==> config.mk <==
export PLATFORM = sky130hd
export DESIGN_NAME = bcd_watchdog
export DESIGN_NICKNAME = d
export VERILOG_FILES = /design/src/rtl/wdt_pkg.sv /design/src/rtl/wdt_regs.sv /design/src/rtl/bcd_dec.sv /design/src/rtl/wdt_counter.sv /design/src/rtl/bcd_watchdog.sv
export SDC_FILE = /design/constraint.sdc
export NUM_CORES = 1
export LEC_CHECK = 0
export BUFFER_PORTS_ARGS = -buffer_cell sky130_fd_sc_hd__buf_2
export CORE_MARGIN = 2
export CORE_UTILIZATION = 49
export DETAILED_ROUTE_END_ITERATION = 10
export PLACE_DENSITY = 0.78
export SYNTH_ARGS = -nofsm -noshare
export SYNTH_HDL_FRONTEND = slang
export SYNTH_SLANG_ARGS = --single-unit
==> constraint.sdc <==
create_clock -name clk -period 2.75 [get_ports clk]
set_input_delay 0.4125 -clock clk [delete_from_list [all_inputs] [get_ports clk]]
set_output_delay 0.4125 -clock clk [all_outputs]
set_load 0.05 [all_outputs]
==> src/rtl/wdt_pkg.sv <==
package wdt_pkg;
   typedef logic [3:0] bcd_digit_t;
   localparam int unsigned BYTE_W = 8;
   localparam int unsigned DIGITS_PER_BYTE = 2;
endpackage

==> src/rtl/wdt_regs.sv <==
module wdt_regs
   import wdt_pkg::*;
#(
   parameter int unsigned ADDR_W = 4,
   parameter int unsigned BASE   = 0,
   parameter int unsigned NREG   = 2
) (
   input  logic                     clk,
   input  logic                     rst,
   input  logic                     bus_sel,
   input  logic                     bus_wr,
   input  logic [ADDR_W-1:0]        bus_addr,
   input  logic [BYTE_W-1:0]        bus_wdata,
   output logic [BYTE_W-1:0]        bus_rdata,
   output logic                     access,
   output logic [NREG*BYTE_W-1:0]   value_q,
   output logic [NREG*BYTE_W-1:0]   value_next
);
   logic [NREG-1:0] hit;

   generate
      for (genvar i = 0; i < NREG; i++) begin : g_dec
         localparam int unsigned AI = BASE + i;
         assign hit[i] = bus_sel && (bus_addr == AI[ADDR_W-1:0]);
         assign value_next[BYTE_W*i +: BYTE_W] = (hit[i] && bus_wr) ? bus_wdata
                                                : value_q[BYTE_W*i +: BYTE_W];
      end
   endgenerate

   assign access = |hit;

   always_comb begin
      bus_rdata = '0;
      for (int i = 0; i < NREG; i++) begin
         if (hit[i] && !bus_wr) bus_rdata = value_q[BYTE_W*i +: BYTE_W];
      end
   end

   always_ff @(posedge clk) begin
      if (rst) value_q <= '0;
      else     value_q <= value_next;
   end

   AST_STRAY_NO_STORE: assert property (@(posedge clk) disable iff (rst)
      !access |=> $stable(value_q));
endmodule

==> src/rtl/bcd_dec.sv <==
module bcd_dec
   import wdt_pkg::*;
#(
   parameter int unsigned DIGITS = 4
) (
   input  logic [4*DIGITS-1:0] cnt,
   output logic [4*DIGITS-1:0] dec,
   output logic                dec_zero
);
   logic [DIGITS:0] borrow;
   assign borrow[0] = 1'b1;

   generate
      for (genvar i = 0; i < DIGITS; i++) begin : g_dig
         bcd_digit_t d;
         assign d = cnt[4*i +: 4];
         always_comb begin
            if (!borrow[i]) begin
               dec[4*i +: 4] = d;
               borrow[i+1]   = 1'b0;
            end else if (d == 4'd0) begin
               dec[4*i +: 4] = 4'd9;
               borrow[i+1]   = 1'b1;
            end else begin
               dec[4*i +: 4] = d - 4'd1;
               borrow[i+1]   = 1'b0;
            end
         end
      end
   endgenerate

   assign dec_zero = (dec == '0);
endmodule

==> src/rtl/wdt_counter.sv <==
module wdt_counter
   import wdt_pkg::*;
#(
   parameter int unsigned DIGITS = 4
) (
   input  logic                clk,
   input  logic                rst,
   input  logic                load,
   input  logic [4*DIGITS-1:0] load_val,
   input  logic                tick,
   input  logic                enable,
   output logic                timeout
);
   logic [4*DIGITS-1:0] cnt_q;
   logic [4*DIGITS-1:0] cnt_dec;
   logic                dec_zero;

   bcd_dec #(.DIGITS(DIGITS)) u_dec (
      .cnt      (cnt_q),
      .dec      (cnt_dec),
      .dec_zero (dec_zero)
   );

   assign timeout = tick && !load && enable && (dec_zero || cnt_q == '0);

   always_ff @(posedge clk) begin
      if (rst)                 cnt_q <= '0;
      else if (load)           cnt_q <= load_val;
      else if (tick && enable) cnt_q <= timeout ? load_val : cnt_dec;
   end

   AST_LOAD_TAKES: assert property (@(posedge clk) disable iff (rst)
      load |=> cnt_q == $past(load_val));
   AST_IDLE_HOLD: assert property (@(posedge clk) disable iff (rst)
      (!load && !tick) |=> $stable(cnt_q));
   AST_OFF_SILENT: assert property (@(posedge clk) disable iff (rst)
      !enable |-> !timeout);
endmodule

==> src/rtl/bcd_watchdog.sv <==
module bcd_watchdog
   import wdt_pkg::*;
#(
   parameter int unsigned ADDR_W = 4,
   parameter int unsigned BASE   = 0,
   parameter int unsigned DIGITS = 4
) (
   input  logic              clk,
   input  logic              rst,
   input  logic              tick_100hz,
   input  logic              bus_sel,
   input  logic              bus_wr,
   input  logic [ADDR_W-1:0] bus_addr,
   input  logic [7:0]        bus_wdata,
   output logic [7:0]        bus_rdata,
   input  logic              flag_clr,
   output logic              wd_flag,
   output logic              wd_irq
);
   localparam int unsigned NREG  = DIGITS / DIGITS_PER_BYTE;
   localparam int unsigned VAL_W = NREG * BYTE_W;

   generate
      if (DIGITS < 2 || (DIGITS % DIGITS_PER_BYTE) != 0) begin : g_bad_digits
         $error("DIGITS must be an even number of at least 2");
      end
      if (BASE + NREG > (1 << ADDR_W)) begin : g_bad_addr
         $error("register window does not fit in ADDR_W");
      end
   endgenerate

   logic             access;
   logic             timeout;
   logic [VAL_W-1:0] value_q;
   logic [VAL_W-1:0] value_next;

   wdt_regs #(.ADDR_W(ADDR_W), .BASE(BASE), .NREG(NREG)) u_regs (
      .clk        (clk),
      .rst        (rst),
      .bus_sel    (bus_sel),
      .bus_wr     (bus_wr),
      .bus_addr   (bus_addr),
      .bus_wdata  (bus_wdata),
      .bus_rdata  (bus_rdata),
      .access     (access),
      .value_q    (value_q),
      .value_next (value_next)
   );

   wdt_counter #(.DIGITS(DIGITS)) u_cnt (
      .clk      (clk),
      .rst      (rst),
      .load     (access),
      .load_val (value_next),
      .tick     (tick_100hz),
      .enable   (value_q != '0),
      .timeout  (timeout)
   );

   always_ff @(posedge clk) begin
      if (rst)                      wd_flag <= 1'b0;
      else if (timeout)             wd_flag <= 1'b1;
      else if (access || flag_clr)  wd_flag <= 1'b0;
   end

   assign wd_irq = wd_flag;

   AST_ACCESS_CLEARS: assert property (@(posedge clk) disable iff (rst)
      access |=> !wd_flag);
   AST_TIMEOUT_SETS: assert property (@(posedge clk) disable iff (rst)
      timeout |=> wd_flag);
   AST_RISE_NEEDS_TIMEOUT: assert property (@(posedge clk) disable iff (rst)
      $rose(wd_flag) |-> $past(timeout));
   AST_CLR_DROPS: assert property (@(posedge clk) disable iff (rst)
      (flag_clr && !timeout) |=> !wd_flag);
endmodule

# Yosys cells after proc, flatten, opt, wreduce, memory -nomap -nowiden
# Cells that the tools add are included.
# op_classes
n_addsub	4
n_eq_ne	1
n_mux	21
reduce_logical	25
# ops
op	count
16-bit 2-to-1 mux	3
16-bit logical NOT	2
8-bit 2-to-1 mux	4
4-bit 2-to-1 mux	7
4-bit logical NOT	5
16-bit nonzero test	1
4-bit by 1-bit subtractor with 4-bit output (second input constant)	4
1-bit logical AND	10
1-bit 2-to-1 mux	7
4-bit by 1-bit == test with 1-bit output (second input constant)	1
2-bit nonzero test	2
1-bit logical NOT	2
1-bit logical OR	2
2-bit OR reduction	1
# word_totals
register_bits	33
inputBits	18
out_inout_bits	10
wordCells	54

# Logic depth before layout (Yosys ltp)
# Gate-level depths: netlist of the first run.
# logic_depth
word_depth	11
depth_mapped	7
depth_no_buf	5

# Hierarchy
# Synthesis of the first run repeated with hierarchy kept, for this count alone.
# unflattened
hier_cells	246
area_unflattened_um2	2160.8
# modules_own_cells
mod	instances	cells_each	area_per_inst_um2	seq_area_each_um2
wdt_regs	1	103	1003.5	320.3
wdt_counter	1	82	752.0	320.3
bcd_dec	1	51	329.1	0.0
bcd_watchdog	1	10	76.3	20.0

# Worst setup path before layout of the first run
# OpenSTA, ideal clock, no wires.
# synth_timing
path_kind	input port to output port
start	in bus_addr[1]
end	out bus_rdata[0]
arrival_ps	1763
t_required_ps	2338
setup_slack_ps	574
path_stages	4
n_path_buf	1
cell_sequence	nor4b_1 nand2b_1 clkbuf_1 nor2_1
# synth_via
elab_chain_cells	5
word_cells_on_any_way	8
classes_between	eq/ne: 1; mux: 2; reduce/logical: 5
# synth_rtl
element	line_no	source
start, declared	bcd_watchdog.sv:13	input logic [ADDR_W-1:0] bus_addr,
4-bit logical NOT	wdt_regs.sv:24	assign hit[i] = bus_sel && (bus_addr == AI[ADDR_W-1:0]);
1-bit logical AND	wdt_regs.sv:24	
1-bit logical AND	wdt_regs.sv:35	if (hit[i] && !bus_wr) bus_rdata = value_q[BYTE_W*i +: BYTE_W];
8-bit 2-to-1 mux	wdt_regs.sv:35	
8-bit 2-to-1 mux (*)	wdt_regs.sv:35	
end, declared	bcd_watchdog.sv:15	output logic [7:0] bus_rdata,
# Every way passes the cells marked *; elsewhere a longest branch is shown, timed or not.

# Worst setup path in the final report of the first run
# layout_timing
start	reg u_cnt.cnt_q[3]
end	reg u_cnt.cnt_q[8]
# layout_via
elab_chain_cells	11
word_cells_on_any_way	16
classes_between	add/sub: 1; mux: 10; reduce/logical: 5
# layout_rtl
element	line_no	source
start, declared	wdt_counter.sv:14	logic [4*DIGITS-1:0] cnt_q;
start signal, assigned	wdt_counter.sv:28	else if (load) cnt_q <= load_val;
start signal, assigned	wdt_counter.sv:29	else if (tick && enable) cnt_q <= timeout ? load_val : cnt_dec;
4-bit logical NOT	bcd_dec.sv:21	end else if (d == 4'd0) begin
1-bit 2-to-1 mux	bcd_dec.sv:21	
1-bit 2-to-1 mux (2 in series)	bcd_dec.sv:18	if (!borrow[i]) begin
4-bit 2-to-1 mux	bcd_dec.sv:18	
16-bit logical NOT	bcd_dec.sv:32	assign dec_zero = (dec == '0);
1-bit logical OR	wdt_counter.sv:24	assign timeout = tick && !load && enable && (dec_zero || cnt_q == '0);
1-bit logical AND	wdt_counter.sv:24	
16-bit 2-to-1 mux (*) (2 in series)	wdt_counter.sv:29	
16-bit 2-to-1 mux (*)	wdt_counter.sv:28	
# Every way passes the cells marked *; elsewhere a longest branch is shown, timed or not. The select of a mux whose other input is x is not followed.
# A chain may end at the register's enable or synchronous reset.

==> results of run 1 <==
[sequential cells by signal (all words and copies together), names as in the netlist]
register and flops:
u_cnt.cnt_q 16, u_regs.value_q 16, wd_flag 1
[synth_stat cells, types with 2 or more instances]
cell / n
a211o_1: 2
a21oi_1: 23
a221o_1: 5
buf_4: 2
clkbuf_1: 8
dfxtp_1: 33
mux2i_1: 11
nand2_1: 27
nand2b_1: 4
nand3_1: 8
nand4b_1: 2
nor2_1: 24
nor3_1: 7
nor4b_1: 2
o211a_1: 3
o211ai_1: 3
o21ai_0: 15
o2bb2ai_1: 2
o311ai_0: 2
or2_2: 4
or3_1: 3
or3_4: 2
or4_1: 8
[logic make-up after synthesis]
logic type	count (synthesis)	synth area share [%]
AND/OR/NAND/NOR	99	29.26
AO/OA/AOI/OAI	64	24.97
flip-flops	33	36.02
buffers and inverters	14	3.751
multiplexers	11	6.003
[routing by layer]
metal / GRT usage [%] / part of all wire (%) / up-vias
met3: 5.822 / 7.5 / 12
met5: 0 / 0 / -
met4: 10.94 / 2.4 / 0
met1: 32.37 / 44 / 846
li1: - / - / 879
met2: 41.07 / 46 / 71
[through the flow]
stage / power, mW / std cells / hold slack [ns]
finish: 0.9775 / 296 / 0.4151
global route: 1.024 / 296 / 0.4174
CTS: 0.9843 / 296 / 0.4097
detailed placement: 0.6368 / 288 / 0.4929
global placement: 0.6346 / 288 / 0.4818
floorplan: 0.5978 / 221 / 0.4616
[path summary, 6_finish.rpt]
kind	startpoint	to	slack (ns)	cells past startpoint
worst max register to register	u_cnt.cnt_q[3]$_SDFFE_PP0P_	u_cnt.cnt_q[8]$_SDFFE_PP0P_	0.43	6
worst min-delay path	bus_wdata[2]	u_regs.value_q[2]$_SDFF_PP0_	0.42	3
worst max-delay path	u_cnt.cnt_q[3]$_SDFFE_PP0P_	u_cnt.cnt_q[8]$_SDFFE_PP0P_	0.43	6
worst min register to register	u_regs.value_q[2]$_SDFF_PP0_	u_regs.value_q[2]$_SDFF_PP0_	0.50	2
[critical path, stage by stage (launching register included)]
cell and delay [ns]:
dfxtp_1 0.36, or4_1 0.66, or3_4 0.46, o31ai_4 0.37, buf_4 0.23, nand2_1 0.06, o211ai_1 0.11
[power by group through the flow]
stage / clock network (mW) / registers (mW) / logic, mW
final: 0.348 / 0.490 / 0.140
after global routing: 0.384 / 0.490 / 0.150
after CTS: 0.357 / 0.489 / 0.138
after detailed placement: 0 / 0.500 / 0.137
after global placement: 0 / 0.500 / 0.134
after floorplan: 0 / 0.501 / 0.0972
[layout make-up]
type                    count  area (µm²)  share of cell area (%)
multi-input cells         174        1111                   53.14
flip-flops and latches     33       660.6                   31.60
repair buffers             32       172.7                   8.259
clock buffers               6       72.57                   3.471
well taps                  48       60.06                   2.873
clock inverters             2       10.01                  0.4788
inverters                   1       3.754                  0.1795
==> impl_metrics.env, run 1 <==
export IMPL_ys_flop_type="dfxtp_1"
export IMPL_postLayoutCoreUtil_pct=57.54
export IMPL_p_switching_mw=0.2628
export IMPL_cts_tree="built"
export IMPL_end_kind="flop"
export IMPL_io_buffers=27
export IMPL_drv_cap=0
export IMPL_via_per_inst=6.108
export IMPL_ys_ff_latch=33
export IMPL_crit_arrival_ns=2.53
export IMPL_cts_root_buf="clkbuf_8"
export IMPL_synth_area_leaders="dfxtp_1 (36%), a21oi_1 (6.3%), mux2i_1 (6.0%)"
export IMPL_drc=0
export IMPL_die_area_mm2=0.004249
export IMPL_synth_yosys_seq_area_share_pct=36.02
export IMPL_grt_pass1_wl_um=8086
export IMPL_clkPwrFrac_pct=35.6
export IMPL_nets=265
export IMPL_min_period_ns=2.323
export IMPL_fp_dieH_um=65.19
export IMPL_clk_latency_ns=0.29
export IMPL_post_cts_buffers=0
export IMPL_finalSetupViolCount=0
export IMPL_rsz0062_at_grt="no"
export IMPL_fmax_mhz=430.4
export IMPL_h_tree_depth=2
export IMPL_via_count=1808
export IMPL_area_growth_pct=13.98
export IMPL_grt_max_degree=20
export IMPL_fin_area_mm2=0.002091
export IMPL_p_leak_nw=0.8736
export IMPL_dpl_cell_area_mm2=0.002008
export IMPL_grt_usage_pct=25.39
export IMPL_synthDistinctLibCells=44
export IMPL_mostFrequentLayoutCells="dfxtp_1 (33), nand2_1 (27), buf_2 (27), nor2_1 (24), a21oi_1 (23)"
export IMPL_clk_pin_slew_ns=0.06
export IMPL_ys_warn_count=0
export IMPL_synth_edf_count=0
export IMPL_power_internal_mw=0.7146
export IMPL_ant_nets=0
export IMPL_dp_slack_ns=0.3157
export IMPL_comb_power_share_pct=14.3
export IMPL_design_core_area_mm2=0.003633
export IMPL_min_path_type="input pin to flop"
export IMPL_final_common_cell="dfxtp_1"
export IMPL_required_ns=2.95
export IMPL_drive_gt1_share_pct=21.37
export IMPL_switching_share_pct=26.89
export IMPL_min_period_over_period_pct=84.48
export IMPL_drtIter0Drc=75
export IMPL_fin_setup_tns_ns=0
export IMPL_slew_viol_final=0
export IMPL_ir_drop_v=0.0002916
export IMPL_status="completed"
export IMPL_synth_largest_area_cell="dfxtp_1"
export IMPL_p_per_area_mw_per_mm2=467.5
export IMPL_syn_avg_cell_area_um2=8.300
export IMPL_tightest_slew_ns=0.7479
export IMPL_cts_sinks=33
export IMPL_ctsHoldBuffers=0
export IMPL_ys_async_sr_fraction_pct=0
export IMPL_skew_ns=0.004273
export IMPL_path_class="flop to flop"
export IMPL_synthCells=221
export IMPL_hold_viol_final=0
export IMPL_grt_pass1_vias=1665
export IMPL_fillers=353
export IMPL_wl_um=4941
export IMPL_synth_top_area_share_pct=36.02
export IMPL_slew_headroom_pct=49.68
export IMPL_start_kind="flop"
export IMPL_cts_resized=0
export IMPL_grt_ovfl_total=0
export IMPL_rows=22
export IMPL_syn_area_mm2=0.001834
export IMPL_die_x_um=65.19
export IMPL_drt_pass1_iter_count=4
export IMPL_power_frac_seq_pct=50.1
export IMPL_ioPinCount=28
export IMPL_cts_made_buffers=5
export IMPL_antenna_found_initial=0
export IMPL_cts_buffer_depth=2
export IMPL_dp_hpwl_um=3707
export IMPL_start_util_pct=50.48
export IMPL_globalplace_congestion=0.9223
export IMPL_cp_max_fo=8
export IMPL_n_antenna_cell=0
export IMPL_wire_per_inst_um=16.69
export IMPL_worst_slack_ns=0.4268
export IMPL_syn_num_nets=239
Note: power is estimated with default switching activity, not from simulation.
==> run 2, diff against run 1 <==
PLACE_DENSITY = 0.81   (was 0.78)
clock period = 1.99 ns   (was 2.75 ns; I/O delays follow)
==> impl_metrics.env, run 2 (synthesis gave the netlist of run 1 again) <==
export IMPL_min_path_type="input pin to flop"
export IMPL_power_mw=1.450
export IMPL_wl_met2_um=2947
export IMPL_drtIter0Drc=230
export IMPL_timing_rr_start="u_cnt.cnt_q[5]$_SDFFE_PP0P_"
export IMPL_slew_headroom_pct=50.81
export IMPL_end_kind="flop"
export IMPL_via_per_inst=6.160
export IMPL_h_tree_depth=2
export IMPL_cts_buffer_depth=2
export IMPL_path_class="flop to flop"
export IMPL_fp_dieH_um=65.19
export IMPL_area_growth_pct=45.09
export IMPL_holdWs_ns=0.3222
export IMPL_mostFrequentLayoutCells="buf_4 (60), dfxtp_1 (29), nand2_1 (27), buf_2 (26)"
export IMPL_reg_top3="u_cnt.cnt_q x16, u_regs.value_q x16, wd_flag x1"
export IMPL_nets=326
export IMPL_cts_root_buf="clkbuf_8"
export IMPL_crit_arrival_ns=2.33
export IMPL_whs_endpoint="u_regs.value_q[1]$_SDFF_PP0_"
export IMPL_worstHoldStart="bus_wdata[1]"
export IMPL_instances_no_fill=357
export IMPL_worst_slack_ns=-0.1799
export IMPL_final_common_cell="buf_4"
export IMPL_drv_cap=0
export IMPL_p_leak_nw=1.204
export IMPL_cp_max_fo=8
export IMPL_fmax_mhz=460.8
export IMPL_clk_latency_ns=0.28
export IMPL_n_antenna_cell=0
export IMPL_wl_um=6095
export IMPL_grt_ovfl_total=0
export IMPL_cts_sinks=33
export IMPL_violations="negative setup slack"
export IMPL_rsz0062_at_grt="yes"
export IMPL_min_period_ns=2.170
export IMPL_die_x_um=65.19
export IMPL_r2r_slack_ns=-0.18
export IMPL_regArea_um2=665.6
export IMPL_globalplace_congestion=0.9925
export IMPL_slew_viol_final=0
export IMPL_ant_nets=0
export IMPL_fillers=290
export IMPL_dp_slack_ns=-0.1925
export IMPL_drive_gt1_share_pct=42.72
export IMPL_dp_hpwl_um=4317
export IMPL_grt_pass1_vias=1969
export IMPL_status="finished with violations"
export IMPL_via_count=2199
export IMPL_die_area_mm2=0.004249
export IMPL_cts_tree="built"
export IMPL_rr_worst_depth=6
export IMPL_start_kind="flop"
export IMPL_start_util_pct=50.48
export IMPL_place_inst=341
export IMPL_drc=0
export IMPL_drt_met1_wl_um=2334
export IMPL_min_period_over_period_pct=109.0
export IMPL_grt_usage_pct=28.62
export IMPL_cts_made_buffers=5
export IMPL_required_ns=2.15
export IMPL_top_layer="met4"
export IMPL_tightest_slew_ns=0.7193
export IMPL_design_core_area_mm2=0.003633
export IMPL_p_per_area_mw_per_mm2=544.8
export IMPL_ir_drop_v=0.0004359
export IMPL_rows=22
export IMPL_io_buffers=27
export IMPL_grt_max_degree=20
export IMPL_hold_depth=3
export IMPL_r2r_end="u_cnt.cnt_q[1]$_SDFFE_PP0P_"
export IMPL_clk_pin_slew_ns=0.07
export IMPL_wire_per_inst_um=17.07
export IMPL_ioPinCount=28
export IMPL_wl_met3_um=582
export IMPL_antenna_found_initial=0
export IMPL_grt_pass1_wl_um=9121
export IMPL_fin_setup_tns_ns=-1.553
export IMPL_finalSetupViolCount=13
export IMPL_drt_pass1_iter_count=5
export IMPL_hold_viol_final=0
export IMPL_multi_input_area_mm2=0.001205
export IMPL_skew_ns=0.004557
## run 2: cell count changes in the layout (fill, tap and decap cells not counted), moves of 3 or more
| cell | change |
|---|---|
| buf_6 | +5 |
| nor3_1 | -3 |
| or4_4 | +6 |
| buf_4 | +55 |
| dfxtp_2 | +4 |
| dfxtp_1 | -4 |
| or4_1 | -6 |
## run 2: cell type report
| cell class | count | area share, % |
|---|---|---|
| Clock buffer | 6 | 2.727 |
| Clock inverter | 2 | 0.3761 |
| Inverter | 1 | 0.1410 |
| Multi-Input combinational cell | 175 | 45.28 |
| Sequential cell | 33 | 25.01 |
| Tap cell | 48 | 2.257 |
| Timing Repair Buffer | 92 | 24.21 |
## run 2: routing by layer
layer  track usage (%)  up-vias
met5                 0        -
met4             13.54        0
met3             5.479       20
met2             49.87      143
met1             33.65     1028
li1                  -     1008
## run 2: how the worst max path moves through the flow
stage	startpoint	slack (ns)	to	cells after the start
floorplan	u_regs.value_q[5]$_SDFF_PP0_	-0.06	u_cnt.cnt_q[3]$_SDFFE_PP0P_	6
global placement	u_cnt.cnt_q[9]$_SDFFE_PP0P_	-0.14	u_cnt.cnt_q[9]$_SDFFE_PP0P_	6
global route	u_cnt.cnt_q[5]$_SDFFE_PP0P_	-0.23	u_cnt.cnt_q[6]$_SDFFE_PP0P_	6
finish	u_cnt.cnt_q[5]$_SDFFE_PP0P_	-0.18	u_cnt.cnt_q[1]$_SDFFE_PP0P_	6
detailed placement	u_cnt.cnt_q[5]$_SDFFE_PP0P_	-0.19	u_cnt.cnt_q[9]$_SDFFE_PP0P_	6
CTS	u_cnt.cnt_q[5]$_SDFFE_PP0P_	-0.15	u_cnt.cnt_q[9]$_SDFFE_PP0P_	6
## run 2: timing repair
item                       CTS  global route
gates resized for setup     10            16
cloned                       1             0
setup endpoints to repair   17            21
hold buffers                 0             0
buffers inserted             2             5
pin swaps                    7            11
## run 2: worst max-delay path, stage by stage, from the launching register on
cell      delay (ns)
dfxtp_2         0.33
or4_4           0.55
or3_4           0.36
buf_6           0.13
o211ai_4        0.29
a21oi_1         0.11
a221o_1         0.28
## run 2: through the flow
step | utilization (%) | area (µm²)
after CTS | 70.32 | 2555
after detailed placement | 66.36 | 2411
after floorplan | - | 1846
final | 73.24 | 2661
after global routing | 73.24 | 2661
after global placement | 66.36 | 2411
## run 2: report_power, final
group | internal (mW) | switching, mW
clock | 0.242 | 0.235
combinational | 0.146 | 0.154
sequential | 0.668 | 0.00519
total | 1.06 | 0.394
